**src/rtl/pt_pkg.sv**
```systemverilog
package pt_pkg;

  localparam int TUPLE_BYTES = 8;
  localparam int GUARD_W     = 16;
  localparam int APP_W       = 16;
  localparam int REF_W       = 32;
  localparam logic [GUARD_W-1:0] GUARD_POLY = 16'h8BB7;

  typedef enum logic [1:0] {
    SEG_DATA,
    SEG_MD_PRE,
    SEG_TUPLE,
    SEG_MD_POST
  } seg_e;

  // One byte of the guard CRC, most significant bit first.
  function automatic logic [GUARD_W-1:0] guard_step(
    input logic [GUARD_W-1:0] crc_in,
    input logic [7:0]         byte_in
  );
    logic [GUARD_W-1:0] c;
    c = crc_in ^ {byte_in, 8'h00};
    for (int i = 0; i < 8; i++) begin
      if (c[GUARD_W-1]) c = {c[GUARD_W-2:0], 1'b0} ^ GUARD_POLY;
      else              c = {c[GUARD_W-2:0], 1'b0};
    end
    return c;
  endfunction

endpackage

```
**src/rtl/pt_pos_track.sv**
```systemverilog
module pt_pos_track #(
  parameter int BLK_W = 16,
  parameter int MD_W  = 8
) (
  input  logic             clk,
  input  logic             rst_n,
  input  logic             busy,
  input  logic             clr,
  input  logic             step,
  input  logic [BLK_W-1:0] blk_size,
  input  logic [MD_W-1:0]  md_size,
  input  logic             tuple_first,
  output pt_pkg::seg_e     seg,
  output logic [2:0]       tup_idx,
  output logic             blk_end
);
  import pt_pkg::*;

  localparam int POS_W = ((BLK_W > MD_W) ? BLK_W : MD_W) + 1;

  logic [POS_W-1:0] pos_q, pos_d;
  logic [POS_W-1:0] frame_len, md_off, tup_off, tup_rel;

  always_comb begin
    frame_len = POS_W'(blk_size) + POS_W'(md_size);
    md_off    = pos_q - POS_W'(blk_size);
    tup_off   = tuple_first ? '0 : (POS_W'(md_size) - POS_W'(TUPLE_BYTES));
    tup_rel   = md_off - tup_off;
    blk_end   = (pos_q == frame_len - POS_W'(1));
    tup_idx   = tup_rel[2:0];
    if (pos_q < POS_W'(blk_size))            seg = SEG_DATA;
    else if (md_off < tup_off)               seg = SEG_MD_PRE;
    else if (tup_rel < POS_W'(TUPLE_BYTES))  seg = SEG_TUPLE;
    else                                     seg = SEG_MD_POST;
  end

  always_comb begin
    pos_d = pos_q;
    if (clr)          pos_d = '0;
    else if (step)    pos_d = blk_end ? '0 : (pos_q + POS_W'(1));
  end

  always_ff @(posedge clk or negedge rst_n) begin
    if (!rst_n) pos_q <= '0;
    else        pos_q <= pos_d;
  end

  AST_POS_IN_FRAME: assert property (@(posedge clk) disable iff (!rst_n)
    busy |-> (pos_q < frame_len));

  AST_WRAP_AT_END: assert property (@(posedge clk) disable iff (!rst_n)
    (step && blk_end && !clr) |=> (seg == SEG_DATA || blk_size == '0));

endmodule

```
**src/rtl/pt_guard_crc.sv**
```systemverilog
module pt_guard_crc (
  input  logic                        clk,
  input  logic                        rst_n,
  input  logic                        clr,
  input  logic                        en,
  input  logic [7:0]                  data,
  output logic [pt_pkg::GUARD_W-1:0]  crc
);
  import pt_pkg::*;

  logic [GUARD_W-1:0] crc_q, crc_d;

  always_comb begin
    crc_d = crc_q;
    if (clr)     crc_d = '0;
    else if (en) crc_d = guard_step(crc_q, data);
  end

  always_ff @(posedge clk or negedge rst_n) begin
    if (!rst_n) crc_q <= '0;
    else        crc_q <= crc_d;
  end

  assign crc = crc_q;

endmodule

```
**src/rtl/pt_reftag.sv**
```systemverilog
module pt_reftag (
  input  logic                      clk,
  input  logic                      rst_n,
  input  logic                      load,
  input  logic [pt_pkg::REF_W-1:0]  init,
  input  logic                      adv,
  input  logic                      hold,
  output logic [pt_pkg::REF_W-1:0]  ref_tag
);
  import pt_pkg::*;

  logic [REF_W-1:0] ref_q, ref_d;

  always_comb begin
    ref_d = ref_q;
    if (load)             ref_d = init;
    else if (adv && !hold) ref_d = ref_q + REF_W'(1);
  end

  always_ff @(posedge clk or negedge rst_n) begin
    if (!rst_n) ref_q <= '0;
    else        ref_q <= ref_d;
  end

  assign ref_tag = ref_q;

  AST_REF_FROZEN: assert property (@(posedge clk) disable iff (!rst_n)
    (adv && hold && !load) |=> $stable(ref_q));

  AST_REF_STEPS: assert property (@(posedge clk) disable iff (!rst_n)
    (adv && !hold && !load) |=> (ref_q == $past(ref_q) + REF_W'(1)));

endmodule

```
**src/rtl/prot_tuple_gen.sv**
```systemverilog
module prot_tuple_gen #(
  parameter int BLK_W = 16,
  parameter int MD_W  = 8
) (
  input  logic             clk,
  input  logic             rst_n,
  input  logic             start,
  input  logic [BLK_W-1:0] cfg_blk_size,
  input  logic [MD_W-1:0]  cfg_md_size,
  input  logic [1:0]       cfg_prot_type,
  input  logic             cfg_tuple_first,
  input  logic [15:0]      cfg_app_tag,
  input  logic [31:0]      cfg_ref_tag,
  input  logic             in_valid,
  output logic             in_ready,
  input  logic [7:0]       in_data,
  input  logic             in_last,
  output logic             out_valid,
  input  logic             out_ready,
  output logic [7:0]       out_data,
  output logic             out_last
);
  import pt_pkg::*;

  localparam logic [1:0] TYPE_FIXED_REF = 2'd3;

  logic             busy_q, busy_d;
  logic [BLK_W-1:0] blk_q;
  logic [MD_W-1:0]  md_q;
  logic [1:0]       type_q;
  logic             first_q;
  logic [APP_W-1:0] app_q;

  logic               take_start, fire, blk_end, crc_en, crc_clr;
  seg_e               seg;
  logic [2:0]         tup_idx;
  logic [GUARD_W-1:0] guard;
  logic [REF_W-1:0]   ref_tag;

  assign take_start = start && !busy_q;
  assign in_ready   = busy_q && out_ready;
  assign out_valid  = busy_q && in_valid;
  assign out_last   = busy_q && in_last;
  assign fire       = in_valid && in_ready;
  assign crc_clr    = take_start || (fire && blk_end);
  assign crc_en     = fire && (seg == SEG_DATA || seg == SEG_MD_PRE);

  always_comb begin
    busy_d = busy_q;
    if (take_start)           busy_d = 1'b1;
    else if (fire && in_last) busy_d = 1'b0;
  end

  always_ff @(posedge clk or negedge rst_n) begin
    if (!rst_n) busy_q <= 1'b0;
    else        busy_q <= busy_d;
  end

  // configuration holding registers, enabled by an accepted start
  always_ff @(posedge clk or negedge rst_n) begin
    if (!rst_n) begin
      blk_q   <= '0;
      md_q    <= '0;
      type_q  <= '0;
      first_q <= 1'b0;
      app_q   <= '0;
    end else if (take_start) begin
      blk_q   <= cfg_blk_size;
      md_q    <= cfg_md_size;
      type_q  <= cfg_prot_type;
      first_q <= cfg_tuple_first;
      app_q   <= cfg_app_tag;
    end
  end

  pt_pos_track #(.BLK_W(BLK_W), .MD_W(MD_W)) u_pos (
    .clk         (clk),
    .rst_n       (rst_n),
    .busy        (busy_q),
    .clr         (take_start),
    .step        (fire),
    .blk_size    (blk_q),
    .md_size     (md_q),
    .tuple_first (first_q),
    .seg         (seg),
    .tup_idx     (tup_idx),
    .blk_end     (blk_end)
  );

  pt_guard_crc u_crc (
    .clk   (clk),
    .rst_n (rst_n),
    .clr   (crc_clr),
    .en    (crc_en),
    .data  (in_data),
    .crc   (guard)
  );

  pt_reftag u_ref (
    .clk     (clk),
    .rst_n   (rst_n),
    .load    (take_start),
    .init    (cfg_ref_tag),
    .adv     (fire && blk_end),
    .hold    (type_q == TYPE_FIXED_REF),
    .ref_tag (ref_tag)
  );

  // tuple field substitution, fields most significant byte first
  always_comb begin
    out_data = in_data;
    if (seg == SEG_TUPLE) begin
      case (tup_idx)
        3'd0:    out_data = guard[15:8];
        3'd1:    out_data = guard[7:0];
        3'd2:    out_data = app_q[15:8];
        3'd3:    out_data = app_q[7:0];
        3'd4:    out_data = ref_tag[31:24];
        3'd5:    out_data = ref_tag[23:16];
        3'd6:    out_data = ref_tag[15:8];
        default: out_data = ref_tag[7:0];
      endcase
    end
  end

  AST_IDLE_AFTER_LAST: assert property (@(posedge clk) disable iff (!rst_n)
    (fire && in_last) |=> !in_ready);

  AST_GUARD_HELD_IN_TUPLE: assert property (@(posedge clk) disable iff (!rst_n)
    (fire && seg == SEG_TUPLE && !blk_end) |=> $stable(guard));

  AST_CFG_KEPT_WHEN_BUSY: assert property (@(posedge clk) disable iff (!rst_n)
    (busy_q && start) |=> ($stable(app_q) && $stable(first_q)));

  AST_NO_OUTPUT_IDLE: assert property (@(posedge clk) disable iff (!rst_n)
    (!busy_q) |-> (!out_valid && !in_ready));

endmodule

```
**config.mk**
```make
export PLATFORM = sky130hd
export DESIGN_NAME = prot_tuple_gen
export DESIGN_NICKNAME = d
export VERILOG_FILES = /design/src/rtl/pt_pkg.sv /design/src/rtl/pt_pos_track.sv /design/src/rtl/pt_guard_crc.sv /design/src/rtl/pt_reftag.sv /design/src/rtl/prot_tuple_gen.sv
export SDC_FILE = /design/constraint.sdc
export NUM_CORES = 1
export LEC_CHECK = 0
export BUFFER_PORTS_ARGS = -buffer_cell sky130_fd_sc_hd__buf_4
export CAP_MARGIN = 20
export CORE_UTILIZATION = 40
export CTS_CLUSTER_SIZE = 20
export DETAILED_ROUTE_END_ITERATION = 16
export PLACE_DENSITY_LB_ADDON = 0.25
export SYNTH_ARGS = -nofsm -noshare
export SYNTH_HDL_FRONTEND = slang
export SYNTH_SLANG_ARGS = --single-unit
export TNS_END_PERCENT = 10
```
**constraint.sdc**
```tcl
create_clock -name clk -period 6.2 [get_ports clk]
set_input_delay 0.62 -clock clk [delete_from_list [all_inputs] [get_ports clk]]
set_output_delay 0.62 -clock clk [all_outputs]
set_load 0.01 [all_outputs]
```
Word level (Yosys, flattened, before mapping):

Cells that the tools add are included.

* register bits after elaboration: 109
* input port bits: 89

* add/sub/neg operators: 7
* order comparisons: 3
* equal/unequal tests: 10
* multiplexer cells: 37
* bitwise logic cells: 9
* reductions and logical operators: 19

Operators with widths (count)
* two-way mux 16 bit: 24
* NOT 10 bit: 8
* two-way mux 17 bit: 4
* two-way mux 32 bit: 2
* case mux 8 bit (7 select lines): 1
* adder 32 x 1 -> 32 bit (second input constant): 1
* adder 16 x 8 -> 17 bit: 1
* adder 17 x 1 -> 17 bit (second input constant): 1
* == test 17 bit: 1
* less-than comparator 17 x 16 -> 1 bit: 1
* less-than comparator 17 bit: 1
* less-than comparator 17 x 4 -> 1 bit (second input constant): 1
* subtractor 17 x 1 -> 17 bit (second input constant): 1
* subtractor 17 x 16 -> 17 bit: 1
* subtractor 17 bit: 1
* bitwise XOR 16 bit: 1
* == test 3 bit (second input constant): 3
* logical AND 1 bit: 9
* subtractor 8 x 4 -> 9 bit (second input constant): 1
* two-way mux 8 bit: 1
* nonzero test 2 bit: 4
* == test 3 x 2 -> 1 bit (second input constant): 2
* == test 2 bit (second input constant): 2
* two-way mux 2 bit: 2
* other kinds (7): 11

Depth between registers and ports, before layout:

Gate-level depths: netlist (run 1).

* word-level depth: 40
* gate-level depth with buffers: 21

Modules after synthesis:

Synthesis (run 1) repeated with hierarchy kept, for this count alone.

* cells, all modules: 1060
* area total of the unflattened synthesis: 9323.9 µm²

By module, submodules not included
* pt_pos_track: instances 1, cells each 541, area each 4008.8 µm², seq. area each 425.4 µm²
* prot_tuple_gen: instances 1, cells each 211, area each 2356.0 µm², seq. area each 1101.1 µm²
* pt_reftag: instances 1, cells each 211, area each 1871.8 µm², seq. area each 800.8 µm²
* pt_guard_crc: instances 1, cells each 97, area each 1087.3 µm², seq. area each 400.4 µm²

Worst setup path before layout (run 1):

No wires, ideal clock.

* kind: register to output
* start: reg u_pos.pos_q[8]
* end: out out_data[0]
* arrival: 4452 ps
* path slack: 1128 ps
* cell stages (with the launch flop): 16
* path buffers: 0
* path through: dfrtp_1 > ha_1 > a2111oi_1 > a21oi_1 > a311o_1 > a211oi_1 > nor2_1 > ha_1 > a21oi_1 > a21oi_1 > a21oi_1 > o211ai_1 > a2111oi_0 > o2111ai_1 > nor4_4 > mux2_2

* word-level cells in the longest chain between the ends: 8
* elaborated cells between the ends (all ways): 10
* those cells by class: 2 x add/sub; 3 x order compare; 1 x eq/ne; 4 x mux

RTL lines
* from (decl): line pt_pos_track.sv:21 `logic [POS_W-1:0] pos_q, pos_d;`
* from (signal assigned): line pt_pos_track.sv:45 `else pos_q <= pos_d;`
* subtractor 17 x 16 -> 17 bit: line pt_pos_track.sv:26 `md_off = pos_q - POS_W'(blk_size);`
* subtractor 17 bit: line pt_pos_track.sv:28 `tup_rel = md_off - tup_off;`
* less-than comparator 17 x 4 -> 1 bit: line pt_pos_track.sv:33 `else if (tup_rel < POS_W'(TUPLE_BYTES)) seg = SEG_TUPLE;`
* two-way mux 1 bit: line pt_pos_track.sv:33
* two-way mux 2 bit: line pt_pos_track.sv:32 `else if (md_off < tup_off) seg = SEG_MD_PRE;`
* two-way mux 2 bit (*): line pt_pos_track.sv:31 `if (pos_q < POS_W'(blk_size)) seg = SEG_DATA;`
* == test 2 bit (*): line prot_tuple_gen.sv:112 `if (seg == SEG_TUPLE) begin`
* two-way mux 8 bit (*): line prot_tuple_gen.sv:112
* to (decl): line prot_tuple_gen.sv:20 `output logic [7:0] out_data,`

Every way passes the cells marked *; elsewhere a longest branch is shown, timed or not.

Worst setup path after layout (run 1):

* start: reg u_pos.pos_q[1]
* end: out out_data[0]

* word-level cells in the longest chain between the ends: 8
* elaborated cells between the ends (all ways): 18
* those cells by class: 2 x add/sub; 3 x order compare; 7 x eq/ne; 5 x mux; 1 x reduce/logical

RTL lines (line)
* subtractor 17 x 16 -> 17 bit: pt_pos_track.sv:26
* subtractor 17 bit: pt_pos_track.sv:28
* less-than comparator 17 x 4 -> 1 bit: pt_pos_track.sv:33
* two-way mux 1 bit: pt_pos_track.sv:33
* two-way mux 2 bit: pt_pos_track.sv:32
* two-way mux 2 bit: pt_pos_track.sv:31
* == test 2 bit: prot_tuple_gen.sv:112
* two-way mux 8 bit (*): prot_tuple_gen.sv:112

Marked as above.

==> results.sh, run 1 <==
export IMPL_r2r_start="u_pos.pos_q[1]$_DFFE_PN0P_"
export IMPL_leakage_nw=5.10
export IMPL_slowest_stage="dfrtp_1"
export IMPL_die_h_um=157
export IMPL_hp_class="primary input to asynchronous set/reset pin"
export IMPL_synth_top_area_frac=0.283
export IMPL_initial_core_util=0.410
export IMPL_internal_power_mw=2.90
export IMPL_vdd_drop_max_v=0.000264
export IMPL_wirelength_um=27700
export IMPL_track_usage=0.231
export IMPL_drtIter0Drc=754
export IMPL_core_um2=23500
export IMPL_clock_skew_final_ns=0.0186
export IMPL_reg2reg_to="u_crc.crc[13]$_DFFE_PN0P_"
export IMPL_io_pins=100
export IMPL_critPathBufInv=2
export IMPL_multi_input_area_um2=6530
export IMPL_drc=0
export IMPL_antenna_cells=0
export IMPL_combinationalPowerShare=0.710
export IMPL_pwr_share_seq=0.181
export IMPL_synth_cells=1193
export IMPL_cap_viol_max_count=0
export IMPL_clk_insertion_delay_late_ns=0.38
export IMPL_crit_path_frequent_cell="a21oi_1"
export IMPL_final_cells=1590
export IMPL_yosysMostFrequentCell="nand2_1"
export IMPL_max_stage_delay_ns=0.45
export IMPL_root_buffer="clkbuf_16"
export IMPL_maxSlewHeadroom=0.303
export IMPL_startpoint="u_pos.pos_q[1]$_DFFE_PN0P_"
export IMPL_power_frac_clock=0.109
export IMPL_ff2ff_path_depth=17
export IMPL_finalSetupTns_ns=0
export IMPL_finish_instance_area_um2=11000
export IMPL_post_route_period_util=0.952
export IMPL_rows=56
export IMPL_synth_top_area_cell="dfrtp_1"
export IMPL_cts_buffers=9
export IMPL_endpoint="out_data[0]"
export IMPL_ys_flop_type="dfrtp_1"
export IMPL_ys_seq_area_frac=0.283
export IMPL_dr_pass1_iters=5
export IMPL_path_delay_family="compound AO/OA/AOI/OAI gates"
export IMPL_tightest_slew_ns=1.04
export IMPL_drive_gt1_frac=0.133
export IMPL_die_area_um2=24800
export IMPL_cellPowerDensity_nw_per_um2=512
export IMPL_tritoncts="done"
export IMPL_p_sw_mw=2.74
export IMPL_grt_max_degree=81
export IMPL_cts_hold_buffers=0
export IMPL_worst_ep_arrival_time_ns=5.28
export IMPL_post_place_ws_ns=0.329
export IMPL_syn_area_um2=9650
export IMPL_critical_path_class="flop to primary output"
export IMPL_path_cells="ha_1 > nor2b_1 > o2111a_1 > o41ai_4 > a21oi_1 > a311o_1 > a211oi_1 > nor2_1 > ha_1 > a21oi_1 > a21oi_1 > a21oi_1 > o211ai_1 > a2111oi_2 > o2111ai_1 > nor4_4 > buf_4 > mux2_2 > buf_4"
export IMPL_cp_end_kind="primary output"
export IMPL_vias=8933
export IMPL_rrSetupSlack_ns=1.75
export IMPL_grt_pass1_wl_um=44500
export IMPL_via_per_inst=5.62
export IMPL_cp_required_ns=5.58
export IMPL_placed_area_um2=10700
export IMPL_synth_warnings=0
export IMPL_dpl_hpwl_um=21200
export IMPL_clk_pin_slew_worst_paths_ns=0.08
export IMPL_synth_commonest_cells="nand2_1, dfrtp_1, nand3_1, o21ai_0, nor2_1"
export IMPL_rsz0062_at_grt="no"
export IMPL_htreeDepth=3
export IMPL_clock_sinks=109
export IMPL_fin_crit_ns=5.90
export IMPL_routedWlPerCell_um=17.4
export IMPL_globalplace_congestion=0.938
export IMPL_clock_path_buffers=2
export IMPL_critical_path_peak_fanout=8
export IMPL_synth_edff_count=0
export IMPL_antenna_found_initial=0
export IMPL_max_freq_ghz=0.169
export IMPL_seq_area_um2=2730
export IMPL_setup_viol=0
export IMPL_dp_cells=1573
export IMPL_cp_num_cells=19
export IMPL_grt_pass1_vias=8282
export IMPL_port_buffers=99
export IMPL_ys_types=76
export IMPL_critPathLaunchType="flop"
export IMPL_fill_cells=2330
export IMPL_ys_ff_latch=109
export IMPL_avgSynthCellArea_um2=8.09
export IMPL_hold_viol=0
export IMPL_power_switching_share=0.486
export IMPL_async_flop_share=1.00
export IMPL_grt_overflow=0
export IMPL_syn_to_final_growth_pct=14.3
export IMPL_fp_dieW_um=157
export IMPL_synth_nets=1344
export IMPL_final_setup_worst_slack_ns=0.297
export IMPL_drtAntennaViolNets=0
export IMPL_drv_slew=0
export IMPL_status="complete, no violations"
export IMPL_synthTopCellsByArea="dfrtp_1, nand2_1, ha_1"
export IMPL_layout_nets=1417
-- sequential cells by signal, summed over array words and instances, names as in the netlist --
signal,cells
app_q,16
first_q,1
md_q,8
busy_q,1
u_ref.ref_tag,32
type_q,2
u_pos.pos_q,17
u_crc.crc,16
blk_q,16
-- timing repair --
| action | 4_1_cts | 5_1_grt |
|---|---|---|
| gates resized for setup | 0 | 4 |
| pin swaps | 1 | 1 |
| endpoints found under the setup margin | 8 | 8 |
| buffers inserted | 0 | 1 |
-- layer usage --
metal	up-vias	GRT usage	wire, µm
met5	-	0	0
met4	0	0.0615	463
met3	24	0.0300	1190
met2	228	0.375	12900
met1	4262	0.321	13100
li1	4419	-	-
-- cells in the final DEF (no fill, tap or decap), drive strengths merged, types with 12 or more instances in the layout --
cell type  count
nand2b        13
nor2          69
and2          27
nand2        197
dfrtp        109
a22oi         16
ha            59
buf          113
o211ai        17
nand3         72
a21oi         52
a31oi         12
nor4          18
mux2          13
xor2          32
o21a          12
nor3          24
xnor2         60
inv           67
a211oi        17
and3          26
o21ai         74
mux2i         32
-- logic make-up (layout without fill, tap and decap cells) --
logic type / count (synthesis) / after routing / synth area share
XOR/XNOR: 95 / 95 / 0.0929
AO/OA/AOI/OAI: 259 / 259 / 0.181
multiplexers: 50 / 50 / 0.0600
AND/OR/NAND/NOR: 505 / 505 / 0.256
adder cells (fa/ha/maj): 62 / 62 / 0.0827
buffers and inverters: 113 / 191 / 0.0450
flip-flops: 109 / 109 / 0.283
-- how the worst min path moves through the flow --
stage                     startpoint                    end  slack (ns)
3_3_place_gp   app_q[15]$_DFFE_PN0P_  app_q[15]$_DFFE_PN0P_        0.46
2_1_floorplan                  rst_n   app_q[0]$_DFFE_PN0P_        0.32
3_5_place_dp   app_q[11]$_DFFE_PN0P_  app_q[11]$_DFFE_PN0P_        0.47
4_1_cts                      in_last     busy_q$_DFFE_PN0P_        0.40
5_1_grt                      in_last     busy_q$_DFFE_PN0P_        0.41
6_report                       rst_n   blk_q[7]$_DFFE_PN0P_        0.38
-- final cells by class --
type	count	area share
clock buffers	10	0.0217
clock inverters	6	0.00533
inverters	62	0.0211
multi-input cells	971	0.592
flip-flops and latches	109	0.247
well taps	319	0.0362
repair buffers	113	0.0769
-- power groups by stage --
stage	clock (mW)	sequential [mW]	combinational, mW
floorplan	0	0.961	3.11
global placement	0	1.03	3.91
detailed placement	0	1.03	3.94
CTS	0.626	1.02	3.97
global route	0.652	1.04	4.42
finish	0.614	1.02	4.01
-- stage by stage --
stage                util  hold WS [ns]  total power [mW]
finish              0.469         0.380              5.64
global placement    0.455         0.457              4.94
global route        0.469         0.408              6.11
detailed placement  0.455         0.465              4.98
CTS                 0.468         0.399              5.61
floorplan               -         0.324              4.07
No activity file was read; power rests on OpenSTA's default activity.
==> inputs of run 2 (changes only) <==
==> constraint.sdc (replaced) <==
create_clock -name clk -period 6 [get_ports clk]
set_input_delay 0.6 -clock clk [delete_from_list [all_inputs] [get_ports clk]]
set_output_delay 0.6 -clock clk [all_outputs]
set_load 0.01 [all_outputs]
==> run 2 against run 1 <==
  * Via count down 0.49%
  * Combinational power up 4%
  * Routed wire length about the same
  * Utilization up 0.15 points
  * Power up 3.8%
  * Die area unchanged
  * Flip-flop and latch count unchanged
  * Register-to-register slack worse by 0.27 ns
  * Critical path depth unchanged
  * Global-route usage down 0.31 points
  * First-iteration DRC count down 13%
  * Critical endpoint is now out_data[4]
  * Largest cell class unchanged
  * Largest power group unchanged
==> results.sh, run 2 (same netlist as run 1, synthesis figures left out) <==
export IMPL_drive_gt1_frac=0.138
export IMPL_hold_viol=0
export IMPL_dr_pass1_iters=5
export IMPL_wirelength_um=27700
export IMPL_slowest_stage="dfrtp_1"
export IMPL_finalPower_mw=5.86
export IMPL_track_usage=0.228
export IMPL_critPathLaunchType="flop"
export IMPL_critical_path_class="flop to primary output"
export IMPL_leakage_nw=5.11
export IMPL_whs_ns=0.314
export IMPL_root_buffer="clkbuf_16"
export IMPL_core_um2=23500
export IMPL_clock_path_buffers=2
export IMPL_finish_instance_area_um2=11100
export IMPL_routedWlPerCell_um=17.4
export IMPL_htreeDepth=3
export IMPL_status="complete, no violations"
export IMPL_die_area_um2=24800
export IMPL_drc=0
export IMPL_via_per_inst=5.58
export IMPL_cellPowerDensity_nw_per_um2=529
export IMPL_drv_slew=0
export IMPL_antenna_found_initial=0
export IMPL_rows=56
export IMPL_grt_overflow=0
export IMPL_grt_max_degree=87
export IMPL_critical_path_peak_fanout=8
export IMPL_mostFrequentLayoutCells="nand2_1, buf_4, dfrtp_1"
export IMPL_cts_buffers=9
export IMPL_clock_sinks=109
export IMPL_clock_skew_final_ns=0.0206
export IMPL_worst_ep_arrival_time_ns=5.09
export IMPL_max_stage_delay_ns=0.46
export IMPL_maxSlewHeadroom=0.439
export IMPL_final_common_cell="nand2_1"
export IMPL_largest_reg_flops=32
export IMPL_port_buffers=99
export IMPL_initial_core_util=0.410
export IMPL_io_pins=100
export IMPL_tightest_slew_ns=0.841
export IMPL_layout_nets=1420
export IMPL_fp_dieW_um=157
export IMPL_post_route_period_util=0.949
export IMPL_dpl_hpwl_um=20900
export IMPL_setup_viol=0
export IMPL_cap_viol_max_count=0
export IMPL_antenna_cells=0
export IMPL_hp_class="primary input to asynchronous set/reset pin"
export IMPL_vdd_drop_max_v=0.000384
export IMPL_grt_pass1_wl_um=44000
export IMPL_vias=8889
export IMPL_max_freq_ghz=0.176
export IMPL_placed_area_um2=10700
export IMPL_cp_end_kind="primary output"
export IMPL_path_cells="ha_1 > nor2b_1 > o2111a_1 > o41ai_4 > a2111oi_0 > or2_2 > o21a_1 > nor2_1 > xnor2_1 > ha_1 > nand3_1 > nor2_1 > o221ai_1 > a22oi_2 > o211ai_1 > nor4_4 > buf_4 > mux2_2 > buf_4"
export IMPL_drtIter0Drc=655
export IMPL_syn_to_final_growth_pct=14.6
export IMPL_clk_insertion_delay_late_ns=0.38
export IMPL_grt_pass1_vias=8273
export IMPL_cp_required_ns=5.40
export IMPL_die_h_um=157
export IMPL_globalplace_congestion=0.963
export IMPL_clk_pin_slew_worst_paths_ns=0.08
export IMPL_fin_crit_ns=5.69
export IMPL_tritoncts="done"
export IMPL_drtAntennaViolNets=0
run 2: repair_timing:
item | 4_1_cts | 5_1_grt
pin swaps | 1 | 3
resized for setup | 0 | 8
endpoints found under the setup margin | 8 | 8
setup buffers | 1 | 1
hold buffers | 0 | 0
run 2: final cells by class:
type | instances | area [µm²]
clock buffer | 9 | 225
clock inverter | 7 | 67.6
fill | 2408 | 12500
inverter | 62 | 233
multi-input combinational | 971 | 6540
sequential | 109 | 2730
tap | 319 | 399
timing repair buffer | 116 | 871
run 2: power breakdown:
part | switching [mW] | total, mW | internal (mW) | leakage (nW)
registers | 0.171 | 1.06 | 0.886 | 1.26
clock network | 0.328 | 0.622 | 0.294 | 0.145
logic | 2.35 | 4.18 | 1.83 | 3.71
total | 2.85 | 5.86 | 3.01 | 5.11
run 2: stage by stage:
step	TNS [ns]	cells	setup slack (ns)	utilization
after floorplan	0	1193	0.948	-
after global placement	0	1575	0.410	0.456
after detailed placement	0	1575	0.201	0.456
after CTS	0	1592	0.0531	0.468
after global routing	-0.143	1593	-0.0255	0.470
final	0	1593	0.306	0.470
run 2: final timing paths:
kind                                                      end                        from  slack, ns  depth (start not counted)
worst max register to register      u_crc.crc[13]$_DFFE_PN0P_  u_pos.pos_q[1]$_DFFE_PN0P_       1.48                         18
min in group clk                           busy_q$_DFFE_PN0P_                     in_last       0.39                          2
worst min-delay path                     blk_q[7]$_DFFE_PN0P_                       rst_n       0.31                          1
worst max-delay path                              out_data[4]  u_pos.pos_q[1]$_DFFE_PN0P_       0.31                         19
worst min register to register          type_q[0]$_DFFE_PN0P_       type_q[0]$_DFFE_PN0P_       0.48                          2
max in group asynchronous       u_ref.ref_tag[20]$_DFFE_PN0P_                       rst_n       4.41                          2
run 2: critical path, delay by kind of cell, from the launching register on:
family,cells,cell delay (ns)
flip-flops,1,0.46
AND/OR/NAND/NOR,6,1.12
multiplexers,1,0.35
AO/OA/AOI/OAI,7,1.68
XOR/XNOR,1,0.08
buffers and inverters,2,0.35
adder cells (fa/ha/maj),2,0.67
run 2: layer usage:
layer | part of all wire | global-route usage
met2 | 0.46 | 0.371
met4 | 0.020 | 0.0615
met5 | 0 | 0
met3 | 0.047 | 0.0336
met1 | 0.47 | 0.313
==> inputs of run 3 (changes only) <==
--- a/config.mk
+++ b/config.mk
@@ -5,11 +5,13 @@
 export SDC_FILE = /design/constraint.sdc
 export NUM_CORES = 1
 export LEC_CHECK = 0
+export ABC_AREA = 1
 export BUFFER_PORTS_ARGS = -buffer_cell sky130_fd_sc_hd__buf_4
 export CAP_MARGIN = 20
 export CORE_UTILIZATION = 40
 export CTS_CLUSTER_SIZE = 20
 export DETAILED_ROUTE_END_ITERATION = 16
+export GPL_TIMING_DRIVEN = 0
 export PLACE_DENSITY_LB_ADDON = 0.25
 export SYNTH_ARGS = -nofsm -noshare
 export SYNTH_HDL_FRONTEND = slang
==> run 3 against run 2 <==
  * Clock power is 7.2% higher
  * Largest cell class unchanged
  * Die area is 3.4% higher
  * Sequential share of layout area is 0.96 points lower
  * Critical path depth is 2 higher
  * Register-to-register slack better by 0.10 ns
  * Critical endpoint is now out_data[7]
==> results.sh, run 3 <==
export IMPL_status="complete, no violations"
export IMPL_synth_edff_count=0
export IMPL_internal_power_mw=2.89
export IMPL_dpl_hpwl_um=23300
export IMPL_synthTopCellsByArea="dfrtp_1, nand2_1, ha_1"
export IMPL_syn_to_final_growth_pct=15.3
export IMPL_synth_top_area_cell="dfrtp_1"
export IMPL_path_delay_family="simple AND/OR/NAND/NOR gates"
export IMPL_post_route_period_util=0.924
export IMPL_cts_buffers=9
export IMPL_synthAdderAreaFrac=0.0799
export IMPL_grt_max_degree=94
export IMPL_port_buffers=99
export IMPL_globalplace_congestion=0.943
export IMPL_fin_crit_ns=5.55
export IMPL_via_per_inst=5.26
export IMPL_crit_path_frequent_cell="a21oi_1"
export IMPL_layout_nets=1724
export IMPL_ff2ff_path_depth=23
export IMPL_die_h_um=160
export IMPL_avgSynthCellArea_um2=6.84
export IMPL_vias=10000
export IMPL_power_frac_clock=0.107
export IMPL_slowest_stage="fa_1"
export IMPL_ys_ff_latch=109
export IMPL_grt_pass1_wl_um=47800
export IMPL_grt_pass1_vias=9457
export IMPL_multi_input_area_um2=6400
export IMPL_worst_ep_arrival_time_ns=4.95
export IMPL_combinationalPowerShare=0.702
export IMPL_pwr_share_seq=0.191
export IMPL_synth_cells=1461
export IMPL_synth_nets=1612
export IMPL_syn_area_um2=9990
export IMPL_synth_commonest_cells="nand2_1, inv_1, dfrtp_1"
export IMPL_async_flop_share=1.00
export IMPL_max_freq_ghz=0.180
export IMPL_root_buffer="clkbuf_16"
export IMPL_synth_top_family_by_area="simple AND/OR/NAND/NOR gates"
export IMPL_drtAntennaViolNets=0
export IMPL_antenna_cells=0
export IMPL_die_area_um2=25600
export IMPL_yosysMostFrequentCell="nand2_1"
export IMPL_critical_path_peak_fanout=8
export IMPL_clk_pin_slew_worst_paths_ns=0.09
export IMPL_finalSetupTns_ns=0
export IMPL_drtIter0Drc=860
export IMPL_final_cells=1902
export IMPL_initial_core_util=0.410
export IMPL_critPathLaunchType="flop"
export IMPL_routedWlPerCell_um=15.3
export IMPL_seq_area_um2=2730
export IMPL_synth_compound_area_frac=0.124
export IMPL_io_pins=100
export IMPL_htreeDepth=3
export IMPL_critPathBufInv=2
export IMPL_ys_types=55
export IMPL_yosys_area_share_simple=0.342
export IMPL_leakage_nw=5.72
export IMPL_largest_reg_flops=32
export IMPL_synth_xor_xnor_area_share=0.0939
export IMPL_synth_top_area_frac=0.273
export IMPL_final_common_cell="nand2_1"
export IMPL_cp_num_cells=21
export IMPL_rsz0062_at_grt="no"
export IMPL_critical_path_class="flop to primary output"
export IMPL_dr_pass1_iters=6
export IMPL_cellPowerDensity_nw_per_um2=542
export IMPL_rrSetupSlack_ns=1.58
export IMPL_core_um2=24400
export IMPL_fp_dieW_um=160
export IMPL_cp_required_ns=5.40
export IMPL_ys_flop_type="dfrtp_1"
export IMPL_antenna_found_initial=0
export IMPL_power_switching_share=0.537
export IMPL_wirelength_um=29100
export IMPL_clock_sinks=109
export IMPL_path_cells="inv_1 > ha_1 > fa_1 > nor4_1 > nor2_1 > o21ai_2 > a21oi_1 > o21bai_1 > xor2_1 > ha_1 > a21oi_1 > o21ai_0 > a21oi_1 > nand2_1 > xor2_1 > nor3_1 > nand3_1 > nor2_4 > nand4_1 > nand2_1 > buf_4"
export IMPL_maxSlewHeadroom=0.555
export IMPL_ys_seq_area_frac=0.273
export IMPL_hp_class="primary input to asynchronous set/reset pin"
export IMPL_synth_warnings=0
export IMPL_drv_slew=0
export IMPL_drc=0
export IMPL_track_usage=0.231
export IMPL_cap_viol_max_count=0
export IMPL_mostFrequentLayoutCells="nand2_1, inv_1, dfrtp_1"
export IMPL_cp_end_kind="primary output"
export IMPL_hold_viol=0
export IMPL_p_sw_mw=3.35
export IMPL_clock_path_buffers=2
export IMPL_dp_cells=1885
export IMPL_vdd_drop_max_v=0.000289
export IMPL_fill_cells=2571
export IMPL_tightest_slew_ns=0.668
export IMPL_max_stage_delay_ns=0.44
export IMPL_setup_viol=0
export IMPL_grt_overflow=0
export IMPL_cts_hold_buffers=0
export IMPL_tritoncts="done"
export IMPL_drive_gt1_frac=0.132
export IMPL_clk_insertion_delay_late_ns=0.37
export IMPL_muxShareOfSynthArea=0
export IMPL_rows=57
export IMPL_clock_skew_final_ns=0.0165
## run 3: changes by cell type after synthesis, moves of 18 or more
cell	delta
and2_1	-27
and3_1	-26
inv_1	+105
nor2_1	+26
nand3_1	+31
clkbuf_1	-19
nand4_1	+18
xnor2_1	-27
xor2_1	+37
nand2_1	+249
mux2i_1	-32
## run 3: cell type report
| cell class | instances | area share |
|---|---|---|
| Buffer | 38 | 0.0180 |
| Clock buffer | 9 | 0.0196 |
| Clock inverter | 7 | 0.00869 |
| Inverter | 176 | 0.0576 |
| Multi-Input combinational cell | 1138 | 0.556 |
| Sequential cell | 109 | 0.237 |
| Tap cell | 324 | 0.0352 |
| Timing Repair Buffer | 101 | 0.0679 |
## run 3: kinds of logic (layout without fill, tap and decap cells)
family / Yosys count / count (layout)
compound gates: 212 / 212
xor+xnor: 103 / 103
fa+ha+maj: 62 / 62
buf+inv: 214 / 331
flops: 109 / 109
simple gates: 761 / 761
## run 3: power groups by stage
stage / Clock (mW) / Combinational (mW) / Sequential (mW)
global placement: 0 / 4.24 / 1.19
CTS: 0.683 / 4.33 / 1.18
finish: 0.667 / 4.38 / 1.19
detailed placement: 0 / 4.30 / 1.20
floorplan: 0 / 3.42 / 1.13
global route: 0.704 / 4.93 / 1.22
## run 3: what timing repair did
| action | in CTS | in global routing |
|---|---|---|
| gates resized for setup | 0 | 4 |
| setup endpoints to repair | 0 | 8 |
| setup buffers | 0 | 1 |
## run 3: stage by stage
stage	hold WS, ns	instance area (µm²)	util	power, mW	setup WS (ns)
final	0.0509	11500	0.472	6.24	0.454
after global routing	0.0505	11500	0.472	6.85	0.0653
after CTS	0.0492	11500	0.471	6.20	0.256
after detailed placement	0.446	11200	0.458	5.50	0.683
after global placement	0.455	11100	0.457	5.44	0.671
after floorplan	0.304	9990	-	4.55	1.60
## run 3: routing by layer
layer  vias up  wire length, µm  track usage
met5         -                0            0
met4         0              811       0.0732
met3        51             1780       0.0306
met2       338            13300        0.373
met1      4612            13200        0.320
li1       5010                -            -
## run 3: path summary, 6_finish.rpt
path                                            start                        to
setup / recovery           u_pos.pos_q[0]$_DFFE_PN0P_               out_data[7]
hold / removal                                  rst_n     blk_q[12]$_DFFE_PN0P_
setup reg to reg           u_pos.pos_q[0]$_DFFE_PN0P_  u_crc.crc[9]$_DFFE_PN0P_
hold reg to reg                 type_q[1]$_DFFE_PN0P_     type_q[1]$_DFFE_PN0P_
max in group asynchronous                       rst_n     app_q[15]$_DFFE_PN0P_
min in group clk                     cfg_prot_type[1]     type_q[1]$_DFFE_PN0P_
